## config.mk

```make
export PLATFORM = sky130hd
export DESIGN_NAME = osd_window_mixer
export DESIGN_NICKNAME = d
export VERILOG_FILES = /design/src/rtl/osd_window_mixer.sv
export SDC_FILE = /design/constraint.sdc
export NUM_CORES = 1
export LEC_CHECK = 0
export ABC_AREA = 1
export BUFFER_PORTS_ARGS = -buffer_cell sky130_fd_sc_hd__buf_2
export CAP_MARGIN = 20
export CORE_UTILIZATION = 35
export DETAILED_ROUTE_END_ITERATION = 8
export PLACE_DENSITY = 0.72
export SLEW_MARGIN = 15
export SYNTH_ARGS = -nofsm -noshare
export SYNTH_HDL_FRONTEND = slang
export SYNTH_SLANG_ARGS = --single-unit
```

## constraint.sdc

```tcl
create_clock -name clk -period 0.81 [get_ports clk]
set_clock_uncertainty 0.05 [all_clocks]
set_input_delay 0.081 -clock clk [delete_from_list [all_inputs] [get_ports clk]]
set_output_delay 0.081 -clock clk [all_outputs]
set_load 0.02 [all_outputs]
```

## src/rtl/osd_window_mixer.sv

```systemverilog
module osd_window_mixer #(
  parameter int NWIN = 3,
  parameter int RW   = 4,
  parameter int CW   = 5,
  parameter int ROWS = 10,
  parameter int COLS = 24
) (
  input  logic               clk,
  input  logic               rst_n,
  input  logic               disp_en,
  input  logic               fb_char_only,
  input  logic [RW-1:0]      cur_row,
  input  logic [CW-1:0]      cur_col,
  input  logic               char_dot,
  input  logic [2:0]         char_rgb,
  input  logic [NWIN-1:0]    w_en,
  input  logic [NWIN*RW-1:0] wr_lo,
  input  logic [NWIN*RW-1:0] wr_hi,
  input  logic [NWIN*CW-1:0] wc_lo,
  input  logic [NWIN*CW-1:0] wc_hi,
  input  logic [NWIN*3-1:0]  w_rgb,
  output logic [2:0]         rgb_out,
  output logic               htone,
  output logic               fblank,
  output logic               out_en
);
  localparam logic [RW-1:0] ROW_LIM = RW'(ROWS);
  localparam logic [CW-1:0] COL_LIM = CW'(COLS);

  logic [NWIN-1:0] hit;
  logic [2:0]      win_col;
  logic            in_grid, in_win, tone_d;

  assign in_grid = (cur_row < ROW_LIM) && (cur_col < COL_LIM);

  for (genvar g = 0; g < NWIN; g++) begin : g_win
    logic [RW-1:0] rlo, rhi;
    logic [CW-1:0] clo, chi;
    assign rlo = wr_lo[g*RW +: RW];
    assign rhi = wr_hi[g*RW +: RW];
    assign clo = wc_lo[g*CW +: CW];
    assign chi = wc_hi[g*CW +: CW];
    assign hit[g] = w_en[g] && in_grid &&
                    (cur_row >= rlo) && (cur_row <= rhi) &&
                    (cur_col >= clo) && (cur_col <= chi);
  end

  always_comb begin
    win_col = '0;
    for (int i = NWIN - 1; i >= 0; i--)
      if (hit[i]) win_col = w_rgb[i*3 +: 3];
  end

  assign in_win = |hit;
  assign tone_d = disp_en && in_win && !char_dot;

  always_ff @(posedge clk or negedge rst_n) begin
    if (!rst_n) begin
      rgb_out <= '0;
      htone   <= 1'b0;
      fblank  <= 1'b0;
      out_en  <= 1'b0;
    end else begin
      rgb_out <= disp_en ? ((char_dot ? char_rgb : 3'b000) |
                            (tone_d ? win_col : 3'b000)) : 3'b000;
      htone   <= tone_d;
      fblank  <= disp_en && (char_dot || (!fb_char_only && in_win));
      out_en  <= disp_en;
    end
  end
endmodule

```

==> impl_metrics.ini, run 1 <==
[outcome]
outcome = finished with violations
violations = setup timing

[placement]
place_congestion = 0.784
place_ws_ns = -0.942
port-buffer-count = 88
hpwl_mm = 3.83

[grt]
grt_use_total_pct = 18.6
overflow = 0
grt_pass1_vias = 1975
antenna_found_initial = 0
grt_max_degree = 8
grt_pass1_wl_mm = 7.92

[yosys]
synth_edf_count = 0
synthCells = 287
yosys-top-cells-count = inv_1 (78), nand2_1 (77), ha_1 (54)
yosysMostFrequentCell = inv_1
synth_cell_types = 17
synth-main-ff-cell = dfrtp_1
yosysWarnings = 0
synth_top_area_share_pct = 37.7
synthTopCellsByArea = ha_1 (38%), inv_1 (16%), nand2_1 (16%), dfrtp_1 (8.4%), nand3_1 (4.5%)
ys_seq_area_share_pct = 8.37
synthesis.nets = 424
syn_avg_cell_area_um2 = 6.25
ys_ff_latch = 6
netlist_area_mm2 = 0.00179
yosysTopAreaCell = ha_1
async_reset_ff_share_pct = 100

[clocking]
cts_buffer_depth = 2
cts.clk_slew.worst_paths_ns = 0.03
cts_buffers = 3
h-tree-depth = 1
cts_sinks = 6
cts_tree = done
root_buffer = clkbuf_8

[worst_setup_path]
max_stage_delay_ns = 0.26
slowest_stage = ha_4
cp.arrival_ns = 1.47
critPathLaunchType = input pin
crit_required_ns = 0.87
critPathMaxFanout = 5
path_cells = buf_6 -> buf_4 -> ha_4 -> nand2_1 -> nor3_2 -> o21ai_2 -> buf_4 -> nand3_1 -> nand2_1 -> nor2_1 -> nor2_1 -> nand2_1 -> nand2_1
critical_path_class = in -> reg
crit_path_end_kind = flop
cpMostUsedCell = nand2_1

[pwr]
p_leak_nw = 1.74
irDropWorstVdd_mv = 0.404
power_density_mw_per_mm2 = 720
power_w = 0.00214

[timing]
slew_viol_final = 0
fmax_mhz = 708
holdWs_ns = 0.0107
grt_setup_unrepaired = yes
tightest_slew_ns = 0.208
period_needed_ns = 1.41
slew_headroom_pct = 86.1
finalSetupViolations = 11
period_share_pct = 174
hold_violations = 0
fin_ws_ns = -0.602

[routing]
vias = 2081
routed_via_density = 4.52
ant_nets = 0
drt_iter0_drc = 38
routedWlPerCell_um = 11.0
routed_wl_mm = 5.08
dr.pass1.iters = 4
drc_errors = 0

[floorplanning]
die_y_um = 73.6
core_area_mm2 = 0.00482
rows = 25
die_w_um = 73.6
initial_core_util_pct = 37.2
die_area_mm2 = 0.00542
io_pins = 89

[job]
max_cap_viol_count = 0

[min_path]
holdPathStages = 3
hold_class = in -> reg

[layout]
drive_gt1_share_pct = 42.5
syn2layout_area_growth_pct = 65.9
final_nets = 532
n_antenna_cell = 0
-- registers in the layout, indices dropped and copies added, names as in the netlist --
signal	flops
rgb_out	3
fblank	1
htone	1
out_en	1
-- layout by cell type, fill, tap and decap left out, types with 4 or more instances in the layout --
cell       n
nand2_2   11
nand2_1   68
inv_1     66
nand3_1   12
nand3_2    5
nor2_1    14
buf_6     13
ha_1      29
ha_4      25
inv_2     10
o21bai_1   4
o21ai_1    4
nand4_1    5
buf_4     12
dfrtp_1    6
buf_2     74
a21oi_1   14
-- repair_timing --
| action | 4_1_cts | 5_1_grt |
|---|---|---|
| setup endpoints to repair | 11 | 11 |
| hold buffers | 3 | 0 |
| pin swaps | 20 | 33 |
| setup buffers | 4 | 2 |
| resized for setup | 61 | 29 |
| hold endpoints to repair | 8 | 0 |
-- kinds of logic (layout without fill, tap and decap cells) --
kind of cell	Yosys count	in the layout	synth area share (%)
and+or+nand+nor	122	122	29.1
adders and majority gates	54	54	37.7
DFF	6	6	8.37
AOI/OAI and AO/OA	27	27	8.51
buffers and inverters	78	184	16.3
-- metrics by stage --
| step | util [%] | cells | setup TNS, ns | area [µm²] |
|---|---|---|---|---|
| 3_5_place_dp | 49.2 | 448 | -4.39 | 2370 |
| 3_3_place_gp | 49.2 | 448 | -4.26 | 2370 |
| 2_1_floorplan | - | 287 | -2.71 | 1800 |
| 6_report | 61.8 | 460 | -2.96 | 2980 |
| 4_1_cts | 58.1 | 458 | -2.96 | 2800 |
| 5_1_grt | 61.8 | 460 | -3.57 | 2980 |
-- layer usage --
layer	track usage, %	part of all wire, %	routed length, µm	vias up
met5	0	0	0	-
met4	2.99	0.33	17	0
met3	1.92	5.2	266	2
met2	37.8	53	2710	63
met1	20.8	41	2080	904
li1	-	-	-	1112
-- path summary, 6_finish.rpt --
path                       slack [ns]        start          to
hold / removal                   0.01  char_rgb[0]  rgb_out[0]
min in group asynchronous        0.16        rst_n  rgb_out[0]
max in group asynchronous        0.41        rst_n      fblank
setup / recovery                -0.60   cur_col[1]  rgb_out[0]
-- layout make-up --
| type | count | area [µm²] |
|---|---|---|
| Fill cell | 440 | 1840 |
| Multi-Input combinational cell | 203 | 1740 |
| Timing Repair Buffer | 103 | 657 |
| Inverter | 78 | 300 |
| Sequential cell | 6 | 150 |
| Tap cell | 67 | 83.8 |
| Clock buffer | 3 | 41.3 |
-- report_power, final --
part	internal [W]	switching, W
sequential	0.000314	0.00000639
clock	0.000318	0.000119
combinational	0.000677	0.000707
-- critical path: cells and delay by family --
kind	cells	cell delay [ns]
compound gates	1	0.09
simple gates	8	0.65
fa+ha+maj	1	0.26
buf+inv	3	0.39
Note: power is estimated with default switching activity, not from simulation.
==> run 2: changes to the inputs <==
- CORE_UTILIZATION: 35 -> 51
- PLACE_DENSITY: 0.72 -> 0.95
==> impl_metrics.ini, run 2 (synthesis results as in run 1) <==
[worst_setup_path]
critPathLaunchType = input pin
cp.arrival_ns = 1.80
cp-startpoint = wr_hi[5]
critical_path_class = in -> reg
slowest_stage = ha_4
crit_path_end_kind = flop
critPathMaxFanout = 4
cpMostUsedCell = nand2_1
max_stage_delay_ns = 0.22
crit_required_ns = 0.95
path_cells = buf_2 -> inv_1 -> ha_4 -> nand2_1 -> nand2_1 -> nand2_1 -> nand2_1 -> nand2_1 -> nand2_2 -> nor2_4 -> nand2_2 -> nand3_2 -> nand2_2 -> nor2_4 -> nand2_1 -> nand2_1

[timing]
fmax_mhz = 602
finalSetupViolations = 11
slew_headroom_pct = 83.9
holdWs_ns = 0.0118
hold_violations = 0
slew_viol_final = 0
fin_ws_ns = -0.850
grt_setup_unrepaired = yes
period_needed_ns = 1.66
period_share_pct = 205
tightest_slew_ns = 0.239

[clocking]
cts_buffer_depth = 2
h-tree-depth = 1
cts.clk_slew.worst_paths_ns = 0.06
cts_buffers = 3
root_buffer = clkbuf_4
cts_tree = done
cts_sinks = 6

[pwr]
irDropWorstVdd_mv = 0.382
power_w = 0.00236
p_leak_nw = 1.79
power_density_mw_per_mm2 = 760

[routing]
routed_via_density = 5.92
drt_iter0_drc = 421
dr.pass1.iters = 5
routed_wl_mm = 8.35
ant_nets = 0
vias = 2671
drc_errors = 0
routedWlPerCell_um = 18.5

[layout]
largest_reg_flops = 3
final_common_cell = buf_2
fin_cells = 451
top_register = rgb_out
final_nets = 542
drive_gt1_share_pct = 50.1
final_cell_mix = buf_2 (71), nand2_1 (59), inv_1 (58)
syn2layout_area_growth_pct = 73.2

[floorplanning]
die_area_mm2 = 0.00376
io_pins = 89
die_w_um = 61.3
initial_core_util_pct = 53.3
core_area_mm2 = 0.00336
die_y_um = 61.3
rows = 21

[grt]
antenna_found_initial = 1
grt_pass1_vias = 2108
overflow = 0
grt_max_degree = 8
grt_pass1_wl_mm = 9.29
grt_use_total_pct = 34.2

[placement]
place_congestion = 0.779
hpwl_mm = 3.77
placedCellCount = 429
port-buffer-count = 88

[min_path]
hold_class = in -> reg
min_from = char_rgb[1]

[outcome]
violations = setup timing
outcome = finished with violations

[job]
max_cap_viol_count = 0
## run 2: critical path, delay by kind of cell
family                   cells  cell delay [ns]
adder cells (fa/ha/maj)      1             0.22
AND/OR/NAND/NOR             13             1.29
buffers and inverters        2             0.21
## run 2: area by class of cell
cell class	instances	area, µm²
inverter	78	298
timing repair buffer	113	771
tap	46	57.6
fill	124	256
sequential	6	150
antenna	2	5.00
clock buffer	3	22.5
multi-input combinational	203	1800
## run 2: repair_timing
action | in CTS | in global routing
buffers inserted | 6 | 6
setup endpoints to repair | 11 | 11
hold endpoints to repair | 9 | 1
pin swaps | 16 | 27
hold buffers | 4 | 1
gates resized for setup | 55 | 70
## run 2: worst paths after layout
check	endpoint	slack, ns	cells past startpoint
setup / recovery	rgb_out[2]	-0.85	16
max in group asynchronous	rgb_out[0]	0.39	2
hold / removal	rgb_out[1]	0.01	3
min in group asynchronous	htone	0.16	2
## run 2: per-layer routing
| metal | up-vias | part of all wire [%] | global-route usage (%) |
|---|---|---|---|
| met5 | - | 0 | 0 |
| met4 | 0 | 7.5 | 13.3 |
| met3 | 98 | 11 | 9.03 |
| met2 | 256 | 46 | 60.9 |
| met1 | 1179 | 36 | 38.7 |
| li1 | 1138 | - | - |
## run 2: metrics by stage
| step | utilization, % | setup TNS, ns | worst slack, ns | area (µm²) |
|---|---|---|---|---|
| 2_1_floorplan | - | -2.71 | -0.578 | 1800 |
| 3_3_place_gp | 70.1 | -4.11 | -0.871 | 2360 |
| 3_5_place_dp | 70.1 | -4.44 | -0.940 | 2360 |
| 4_1_cts | 80.7 | -3.12 | -0.578 | 2710 |
| 5_1_grt | 92.3 | -5.83 | -1.12 | 3100 |
| 6_report | 92.4 | -4.55 | -0.850 | 3110 |
## run 2: report_power, final
part / total (W) / switching [W] / internal, W
Sequential: 0.000321 / 0.00000838 / 0.000313
Clock: 0.000323 / 0.000153 / 0.000171
Combinational: 0.00172 / 0.000922 / 0.000793
Total: 0.00236 / 0.00108 / 0.00128
==> run 3: changes to the inputs <==
- PLACE_DENSITY: 0.95 -> 0.88
==> impl_metrics.ini, run 3 (synthesis results as in run 1) <==
[pwr]
p_int_w = 0.00114
power_density_mw_per_mm2 = 716
switching_share_pct = 43.7
p_seq_share_pct = 15.8
p_leak_nw = 1.72
irDropWorstVdd_mv = 0.357
p_switching_w = 0.000885
combPwrFrac_pct = 70.2
clkPwrFrac_pct = 14.0
power_w = 0.00203

[layout]
final_nets = 531
drive_gt1_share_pct = 37.8
fin_area_mm2 = 0.00283
top_register = rgb_out
syn2layout_area_growth_pct = 57.7
fin_cells = 439
largest_reg_flops = 3
final_common_cell = buf_2
final_cell_mix = buf_2 (73), inv_1 (72), nand2_1 (71)

[clocking]
h-tree-depth = 1
cts_tree = done
cts_buffer_depth = 2
cts.clk_slew.worst_paths_ns = 0.05
cts_sinks = 6
cts_buffers = 3
root_buffer = clkbuf_4

[floorplanning]
die_area_mm2 = 0.00376
initial_core_util_pct = 53.3
io_pins = 89
core_area_mm2 = 0.00336
die_w_um = 61.3
rows = 21
die_y_um = 61.3

[timing]
slew_viol_final = 0
tightest_slew_ns = 0.250
fin_ws_ns = -0.669
finalSetupViolations = 11
period_share_pct = 183
fmax_mhz = 676
period_needed_ns = 1.48
hold_violations = 0
holdWs_ns = 0.0157
slew_headroom_pct = 83.2
grt_setup_unrepaired = yes

[worst_setup_path]
max_stage_delay_ns = 0.28
slowest_stage = ha_4
critical_path_class = in -> reg
crit_buf_inv = 3
cp.arrival_ns = 1.61
crit_family = simple AND/OR/NAND/NOR gates
critPathMaxFanout = 6
crit_path_end_kind = flop
crit_required_ns = 0.94
cpMostUsedCell = nand2_1
critPathLaunchType = input pin
path_cells = buf_2 -> inv_1 -> ha_4 -> nand2_1 -> inv_1 -> nand3_1 -> nand3_2 -> nand2_2 -> nor2_4 -> nand3_4 -> nand3_2 -> nand2_2 -> nor2_4 -> nand2_1 -> nand2_1

[grt]
grtUsageMet2_pct = 56.7
grt_busiest_layer = met2
grt_use_total_pct = 30.4
groute.layer.met3.usage_pct = 10.7
grt_max_degree = 8
use_met1_pct = 29.4
grt_pass1_wl_mm = 8.63
overflow = 0
grt_pass1_vias = 2172
antenna_found_initial = 0

[placement]
place_ws_ns = -0.916
placedCellCount = 427
hpwl_mm = 3.68
dpl_cell_area_mm2 = 0.00234
port-buffer-count = 88
place_congestion = 0.781

[routing]
ant_nets = 0
drc_errors = 0
routed_via_density = 5.22
drt_iter0_drc = 216
dr.pass1.iters = 4
routed_wl_mm = 6.54
routedWlPerCell_um = 14.9
vias = 2290

[outcome]
violations = setup timing
outcome = finished with violations

[job]
max_cap_viol_count = 0

[min_path]
hold_class = in -> reg
-- run 3: cell count changes in the layout (fill, tap and decap cells not counted), moves of 5 or more --
cell | previous run | this run
inv_1 | 58 | 72
buf_4 | 17 | 12
nand3_1 | 9 | 15
nand3_2 | 8 | 2
nand2_2 | 19 | 8
buf_6 | 18 | 12
nand2_1 | 59 | 71
ha_1 | 28 | 33
ha_4 | 24 | 19
inv_2 | 18 | 3
-- run 3: layout make-up --
cell class | instances | area, µm²
fill | 200 | 533
antenna | 1 | 2.50
inverter | 78 | 303
clock buffer | 3 | 22.5
timing repair buffer | 102 | 651
multi-input combinational | 203 | 1640
sequential | 6 | 150
tap | 46 | 57.6
-- run 3: power by group through the flow --
stage | clock, W | combinational, W | sequential [W]
CTS | 0.000264 | 0.00117 | 0.000319
global route | 0.000310 | 0.00162 | 0.000320
detailed placement | 0 | 0.00103 | 0.000320
finish | 0.000284 | 0.00142 | 0.000320
floorplan | 0 | 0.000594 | 0.000338
global placement | 0 | 0.000982 | 0.000320
-- run 3: what timing repair did --
| item | CTS | global route |
|---|---|---|
| cloned | 0 | 0 |
| pin swaps | 10 | 16 |
| buffers inserted | 3 | 1 |
| gates resized for setup | 43 | 33 |
| hold buffers | 4 | 0 |
| endpoints found under the setup margin | 11 | 11 |
| endpoints found under the hold margin | 10 | 0 |
-- run 3: stage by stage --
stage	util (%)	TNS [ns]
6_report	84.2	-3.67
5_1_grt	84.1	-4.55
4_1_cts	78.3	-2.96
3_5_place_dp	69.7	-4.36
3_3_place_gp	69.7	-4.06
2_1_floorplan	-	-2.71
-- run 3: final timing paths --
kind	slack [ns]	endpoint	depth (start not counted)	startpoint
setup / recovery	-0.67	rgb_out[0]	15	wr_lo[3]
hold / removal	0.02	rgb_out[1]	3	char_rgb[1]
max in group asynchronous	0.42	out_en	2	rst_n
min in group asynchronous	0.14	rgb_out[2]	2	rst_n
-- run 3: routing by layer --
metal  vias up  part of all wire (%)  wire [µm]
met1      1018                    36       2390
met5         -                     0          0
met3        31                   5.3        349
met2       129                    54       3570
met4         0                   3.7        239
li1       1112                     -          -
